[src/rtl/ep_ctrl_pkg.sv]
package ep_ctrl_pkg;

    // bit positions software decodes
    localparam int unsigned POS_DBUF  = 7;
    localparam int unsigned POS_ISO   = 6;
    localparam int unsigned POS_DIR   = 5;
    localparam int unsigned POS_FORCE = 3;
    localparam int unsigned POS_SPLIT = 2;

    typedef struct packed {
        logic dbuf;
        logic iso;
        logic dir_in;
        logic force_tgl;
        logic split;
    } ep_cfg_t;

    function automatic ep_cfg_t cfg_from_byte(input logic [7:0] b);
        ep_cfg_t c;
        c.dbuf      = b[POS_DBUF];
        c.iso       = b[POS_ISO];
        c.dir_in    = b[POS_DIR];
        c.force_tgl = b[POS_FORCE];
        c.split     = b[POS_SPLIT];
        return c;
    endfunction

    function automatic logic [7:0] cfg_to_byte(input ep_cfg_t c);
        logic [7:0] b;
        b            = '0;
        b[POS_DBUF]  = c.dbuf;
        b[POS_ISO]   = c.iso;
        b[POS_DIR]   = c.dir_in;
        b[POS_FORCE] = c.force_tgl;
        b[POS_SPLIT] = c.split;
        return b;
    endfunction

endpackage

[src/rtl/ep_cfg_reg.sv]
module ep_cfg_reg
    import ep_ctrl_pkg::*;
(
    input  logic       clk,
    input  logic       rst,
    input  logic       bus_reset,
    input  logic       we,
    input  logic [7:0] wdata,
    output logic [7:0] rdata,
    output ep_cfg_t    cfg
);

    ep_cfg_t cfg_q;

    always_ff @(posedge clk) begin
        if (rst || bus_reset) begin
            cfg_q <= '0;
        end else if (we) begin
            cfg_q <= cfg_from_byte(wdata);
        end
    end

    assign cfg   = cfg_q;
    assign rdata = cfg_to_byte(cfg_q);

    assert_bus_reset_clears_R7: assert property (@(posedge clk) disable iff (rst)
        bus_reset |=> (rdata == 8'h00));

    assert_write_lands_R2: assert property (@(posedge clk) disable iff (rst)
        (we && !bus_reset) |=> (rdata == ($past(wdata) & 8'hEC)));

endmodule

[src/rtl/ep_toggle.sv]
module ep_toggle (
    input  logic clk,
    input  logic rst,
    input  logic bus_reset,
    input  logic force_tgl,
    input  logic dbuf,
    input  logic tx_done,
    input  logic ack_rcvd,
    output logic toggle,
    output logic pp_sel
);

    logic advance;

    always_comb begin
        advance = force_tgl ? tx_done : ack_rcvd;
    end

    always_ff @(posedge clk) begin
        if (rst || bus_reset) begin
            toggle <= 1'b0;
            pp_sel <= 1'b0;
        end else begin
            if (advance) toggle <= ~toggle;
            if (!dbuf) pp_sel <= 1'b0;
            else if (tx_done) pp_sel <= ~pp_sel;
        end
    end

    assert_ack_flips_R3: assert property (@(posedge clk) disable iff (rst || bus_reset)
        (!force_tgl && ack_rcvd) |=> (toggle != $past(toggle)));

    assert_tx_ignored_R3: assert property (@(posedge clk) disable iff (rst || bus_reset)
        (!force_tgl && !ack_rcvd) |=> $stable(toggle));

    assert_tx_flips_R4: assert property (@(posedge clk) disable iff (rst || bus_reset)
        (force_tgl && tx_done) |=> (toggle != $past(toggle)));

    assert_pp_parked_R8: assert property (@(posedge clk) disable iff (rst || bus_reset)
        !dbuf |=> !pp_sel);

endmodule

[src/rtl/ep_fifo_map.sv]
module ep_fifo_map
    import ep_ctrl_pkg::*;
#(
    parameter int unsigned DEPTH = 64,
    localparam int unsigned AW   = $clog2(DEPTH),
    localparam int unsigned SZW  = AW + 1
) (
    input  logic           clk,
    input  logic           rst,
    input  ep_cfg_t        cfg,
    input  logic           pp_sel,
    output logic           in_en,
    output logic [AW-1:0]  in_base,
    output logic [SZW-1:0] in_size,
    output logic           out_en,
    output logic [AW-1:0]  out_base,
    output logic [SZW-1:0] out_size
);

    localparam logic [SZW-1:0] FULL = SZW'(DEPTH);
    localparam logic [SZW-1:0] HALF = SZW'(DEPTH / 2);

    logic [AW-1:0]  win_base;
    logic [SZW-1:0] win_size;
    logic [SZW-1:0] pp_len;

    always_comb begin
        win_base = '0;
        win_size = '0;
        in_en    = 1'b0;
        out_en   = 1'b0;
        out_base = '0;
        out_size = '0;
        if (cfg.split) begin
            in_en    = 1'b1;
            out_en   = 1'b1;
            win_base = AW'(DEPTH / 2);
            win_size = HALF;
            out_size = HALF;
        end else if (cfg.dir_in) begin
            in_en    = 1'b1;
            win_size = FULL;
        end else begin
            out_en   = 1'b1;
            out_size = FULL;
        end

        pp_len = win_size >> 1;
        if (cfg.dbuf && in_en) begin
            in_size = pp_len;
            in_base = win_base + (pp_sel ? AW'(pp_len) : AW'(0));
        end else begin
            in_size = win_size;
            in_base = win_base;
        end
    end

    assert_split_shares_R5: assert property (@(posedge clk) disable iff (rst)
        cfg.split |-> (in_en && out_en && (out_size == HALF)));

    assert_single_owner_R6: assert property (@(posedge clk) disable iff (rst)
        !cfg.split |-> (in_en != out_en));

    assert_in_fits_R8: assert property (@(posedge clk) disable iff (rst)
        in_en |-> ((SZW + 1)'(in_base) + (SZW + 1)'(in_size) <= (SZW + 1)'(DEPTH)));

endmodule

[src/rtl/ep_ctrl_top.sv]
module ep_ctrl_top
    import ep_ctrl_pkg::*;
#(
    parameter int unsigned DEPTH = 64,
    localparam int unsigned AW   = $clog2(DEPTH),
    localparam int unsigned SZW  = AW + 1
) (
    input  logic           clk,
    input  logic           rst,
    input  logic           bus_reset,
    input  logic           reg_we,
    input  logic [7:0]     reg_wdata,
    output logic [7:0]     reg_rdata,
    input  logic           tx_done,
    input  logic           ack_rcvd,
    output logic           data_toggle,
    output logic           pp_sel,
    output logic           in_en,
    output logic [AW-1:0]  in_base,
    output logic [SZW-1:0] in_size,
    output logic           out_en,
    output logic [AW-1:0]  out_base,
    output logic [SZW-1:0] out_size,
    output logic           iso_mode,
    output logic           dbuf_mode
);

    ep_cfg_t cfg;

    ep_cfg_reg u_reg (
        .clk       (clk),
        .rst       (rst),
        .bus_reset (bus_reset),
        .we        (reg_we),
        .wdata     (reg_wdata),
        .rdata     (reg_rdata),
        .cfg       (cfg)
    );

    ep_toggle u_tgl (
        .clk       (clk),
        .rst       (rst),
        .bus_reset (bus_reset),
        .force_tgl (cfg.force_tgl),
        .dbuf      (cfg.dbuf),
        .tx_done   (tx_done),
        .ack_rcvd  (ack_rcvd),
        .toggle    (data_toggle),
        .pp_sel    (pp_sel)
    );

    ep_fifo_map #(.DEPTH(DEPTH)) u_map (
        .clk      (clk),
        .rst      (rst),
        .cfg      (cfg),
        .pp_sel   (pp_sel),
        .in_en    (in_en),
        .in_base  (in_base),
        .in_size  (in_size),
        .out_en   (out_en),
        .out_base (out_base),
        .out_size (out_size)
    );

    assign iso_mode  = cfg.iso;
    assign dbuf_mode = cfg.dbuf;

    assert_flags_track_R9: assert property (@(posedge clk) disable iff (rst)
        (iso_mode == reg_rdata[6]) && (dbuf_mode == reg_rdata[7]));

endmodule

[config.mk]
export PLATFORM = sky130hd
export DESIGN_NAME = ep_ctrl_top
export DESIGN_NICKNAME = d
export VERILOG_FILES = /design/src/rtl/ep_ctrl_pkg.sv /design/src/rtl/ep_cfg_reg.sv /design/src/rtl/ep_toggle.sv /design/src/rtl/ep_fifo_map.sv /design/src/rtl/ep_ctrl_top.sv
export SDC_FILE = /design/constraint.sdc
export NUM_CORES = 1
export LEC_CHECK = 0
export CORE_MARGIN = 4
export CORE_UTILIZATION = 26
export DETAILED_ROUTE_END_ITERATION = 8
export PLACE_DENSITY = 0.76
export REMOVE_ABC_BUFFERS = 1
export SYNTH_ARGS = -nofsm -noshare
export SYNTH_HDL_FRONTEND = slang
export SYNTH_SLANG_ARGS = --single-unit
[constraint.sdc]
create_clock -name clk -period 1 [get_ports clk]
set_input_delay 0.3 -clock clk [delete_from_list [all_inputs] [get_ports clk]]
set_output_delay 0.3 -clock clk [all_outputs]
set_load 0.01 [all_outputs]
**Yosys cells after proc, flatten, opt, wreduce, memory -nomap -nowiden**

Index checks and enable logic that the tools add are counted.

- Register bits: 7
- Input port bits: 14
- Output and inout bits: 40

- $add $sub $neg: 1
- Multiplexer cells: 13
- Bitwise gates (word level): 3
- Reductions and logical operators: 3

Operator list:

| cell | number |
|---|---|
| 2-to-1 mux 7 bit | 5 |
| 2-to-1 mux 6 bit | 3 |
| adder 6 bit | 1 |
| 2-to-1 mux 1 bit | 5 |
| inverter 1 bit | 3 |
| OR reduction 2 bit | 1 |
| logical AND 1 bit | 1 |
| logical OR 1 bit | 1 |

**Longest topological paths before layout**

- Depth after elaboration: 5
- Gate-level depth with buffers: 3
- Depth with buffers taken out: 2

**By module**

From an unflattened synthesis, not the netlist that was laid out.

- Cell total of the unflattened synthesis: 64
- Area, all modules: 564.3 um2

Modules (own cells, without submodules):

| module | instances | cells each | area an instance (um2) | seq. area each (um2) |
|---|---|---|---|---|
| ep_cfg_reg | 1 | 25 | 250.2 | 100.1 |
| ep_fifo_map | 1 | 31 | 216.5 | 0.0 |
| ep_toggle | 1 | 8 | 97.6 | 40.0 |

**Worst setup path after synthesis**

Ideal clock, no wire load.

- Path kind: flip-flop to output port
- Start point: register u_reg.cfg_q (netlist bit u_reg.cfg[0])
- End point: output in_size[5]
- Data arrival time: 0.839 ns
- Required time: 0.700 ns
- Path slack: -0.139 ns
- Cell stages (with the launch flop): 3
- Cell sequence: dfxtp_1 -> nand2b_1 -> mux2i_1

- Cells in the longest elaborated chain, start to end: 3
- Elaborated cells between the ends (all ways): 4
- Classes of those cells: 3 x mux; 1 x reduce/logical

Ends and longest elaborated chain:

| what | RTL line | text |
|---|---|---|
| start, declared | ep_cfg_reg.sv:13 | `ep_cfg_t cfg_q;` |
| start signal, assigned | ep_cfg_reg.sv:19 | `cfg_q <= cfg_from_byte(wdata);` |
| 2-to-1 mux 1 bit | ep_fifo_map.sv:34 | `if (cfg.split) begin` |
| logical AND 1 bit | ep_fifo_map.sv:49 | `if (cfg.dbuf && in_en) begin` |
| 2-to-1 mux 7 bit (*) | ep_fifo_map.sv:49 |  |
| end, declared | ep_ctrl_top.sv:20 | `output logic [SZW-1:0] in_size,` |

Every way passes the cells marked *; elsewhere a longest branch is shown, timed or not.

**Final worst setup path**

Same ends and word-level chain as after synthesis.

==> impl_metrics.json <==
{
  "status": "finished, violations left",
  "violations": "negative setup slack",
  "cts_root_buf": "clkbuf_4",
  "numCtsBuffers": 3,
  "min_period_over_period_pct": 132,
  "synthArstFlopShare_pct": 0,
  "reg2regPathDepth": 3,
  "syn-instance-count": 63,
  "start_util_pct": 27.6,
  "nets": 114,
  "reg2reg_to": "u_tgl.toggle",
  "cts_tree": "built",
  "ys_types": 20,
  "r2r_slack_ps": -90,
  "clock_latency_ps": 240,
  "dp.final_hpwl_um": 994,
  "remaining_drc_errors": 0,
  "finalCriticalPeriod_ps": 1320,
  "clock_path_buffers": 2,
  "yosysMostFrequentCell": "buf_4",
  "num_rows": 16,
  "grt_overflow": 0,
  "areaGrowthSynthToFinish_pct": 61.3,
  "yosysTopAreaCell": "buf_4",
  "synth_edf_count": 0,
  "drtAntennaViolNets": 0,
  "synth_area_um2": 541,
  "critPathKind": "reg -> out",
  "fin_area_um2": 872,
  "maxCapViolations": 0,
  "ys_seq_elements": 7,
  "synth_common_cells": "26 x buf_4, 7 x dfxtp_1, 7 x mux2i_1",
  "worst_hold_slack_ps": 433,
  "cp.arrival_ps": 1020,
  "power.density_nw_per_um2": 859,
  "ys_seq_area_share_pct": 25.9,
  "placed_cell_area_um2": 797,
  "synth-main-ff-cell": "dfxtp_1",
  "slew_violations": 0,
  "io_pins": 54,
  "vias_per_cell": 3.68,
  "drive_gt1_share_pct": 45.5,
  "port_buffers": 28,
  "wl_per_cell_um": 9.39,
  "grt_use_total_pct": 7.73,
  "leakage_nw": 0.465,
  "antenna_cells": 0,
  "yosys-top-cells-area": "buf_4 36%, dfxtp_1 26%, mux2i_1 13%",
  "crit_start": "u_reg.cfg[0]",
  "core_um2": 1960,
  "rsz0062_at_grt": "true",
  "clk_transition_reported_paths_ps": 50,
  "cts.sinks": 7,
  "finalSetupViolCount": 15,
  "first_pass_iters": 1,
  "cp-start-kind": "register",
  "cp-end-kind": "output port",
  "max_freq_ghz": 0.760,
  "wirelength_um": 1180,
  "fill_cells": 203,
  "h-tree-depth": 1,
  "cp-endpoint": "in_size[5]",
  "gp_congestion": 0.577,
  "grt_first_pass_wirelength_um": 1600,
  "grt_pass1_vias": 413,
  "antenna_found_initial": 0,
  "m1WireLength_um": 475,
  "wl_met3_um": 181,
  "ys_warn_count": 0,
  "required_ps": 700,
  "syn_avg_cell_area_um2": 8.58,
  "routed.top_layer": "met4",
  "timing.final.ws_setup_ps": -315,
  "fin_skew_ps": 0.0512,
  "vdd_drop_max_v": 0.000722,
  "num_vias": 464,
  "holdBufCountCts": 0,
  "grt_max_degree": 8,
  "wl_met2_um": 514,
  "fp.dieH_um": 53.6,
  "die_area_um2": 2870,
  "die_width_um": 53.6,
  "reg2reg_from": "u_reg.cfg[1]",
  "min_path_type": "in -> reg",
  "drtIter0Drc": 0,
  "hold_violations": 0,
  "cp_max_fo": 7,
  "yosysTopAreaCellShare_pct": 36.1
}
cell usage in the layout, fill, tap and decap left out:
cell type,count
dlygate4sd2_1,1
dfxtp_4,4
nor2_1,6
buf_6,17
clkbuf_1,1
and2_1,1
inv_2,1
nand2_1,1
dfxtp_2,3
clkbuf_4,3
and3_1,1
nor3b_1,1
buf_4,6
xnor2_1,1
dlymetal6s2s_1,3
conb_1,22
nand2b_4,1
nor3b_2,1
or2_4,2
inv_1,1
clkdlybuf4s50_1,6
mux2_2,1
mux2i_1,7
nor3_1,1
buf_2,6
nand3_1,1
power by group:
group	internal [mW]	switching (mW)	total [mW]
clock	0.152	0.0956	0.247
sequential	0.282	0.0110	0.293
combinational	0.113	0.0956	0.209
metal layers:
metal	track usage (%)	up-vias
li1	-	227
met1	7.35	194
met2	15.1	41
met3	2.77	2
met4	2.55	0
met5	0	-
worst min path at each step:
| stage | start | endpoint | slack (ps) | cells after the start |
|---|---|---|---|---|
| floorplan | reg_wdata[2] | u_reg.cfg[0] | 450 | 2 |
| global placement | u_reg.cfg[3] | u_reg.cfg[3] | 510 | 2 |
| detailed placement | u_reg.cfg[3] | u_reg.cfg[3] | 520 | 2 |
| CTS | u_reg.cfg[3] | u_reg.cfg[3] | 530 | 2 |
| global route | bus_reset | u_tgl.pp_sel | 450 | 3 |
| finish | bus_reset | u_tgl.pp_sel | 430 | 3 |
registers in the layout, indices dropped and copies added, names as in the netlist:
signal / cells
u_tgl.pp_sel: 1
u_tgl.toggle: 1
u_reg.cfg: 5
what timing repair did:
action / 4_1_cts / 5_1_grt
setup buffers: 1 / 0
gates cloned: 0 / 0
endpoints found under the setup margin: 24 / 20
resized for setup: 100 / 8
pin swaps: 0 / 3
per-stage QoR:
step           std cells  setup slack [ps]  power, mW  utilization [%]  TNS, ps
5_1_grt              126              -368      0.808             44.5    -3790
3_3_place_gp         121              -484      0.500             40.6    -8060
4_1_cts              126              -322      0.763             43.1    -3280
3_5_place_dp         121              -508      0.503             40.6    -8290
6_report             126              -315      0.750             44.5    -3030
2_1_floorplan         56              -180      0.386                -     -611
cells by family after synthesis:
group | Yosys count | synth area share [%]
flip-flops | 7 | 25.9
multiplexers | 8 | 15.0
other | 1 | 0.694
buffers and inverters | 30 | 40.5
AND/OR/NAND/NOR | 16 | 16.2
XOR/XNOR | 1 | 1.62
worst max-delay path, cell delays in order, from the launching register on:
cell,delay [ps]
dfxtp_4,360
nand2b_4,140
mux2i_1,120
buf_2,150
final cells by class:
| type | instances | area [um2] | area share, % |
|---|---|---|---|
| Timing Repair Buffer | 39 | 373 | 42.8 |
| Multi-Input combinational cell | 47 | 273 | 31.3 |
| Sequential cell | 7 | 159 | 18.2 |
| Tap cell | 27 | 33.8 | 3.87 |
| Clock buffer | 4 | 26.3 | 3.01 |
| Inverter | 2 | 7.51 | 0.861 |
Note: power is estimated with default switching activity, not from simulation.
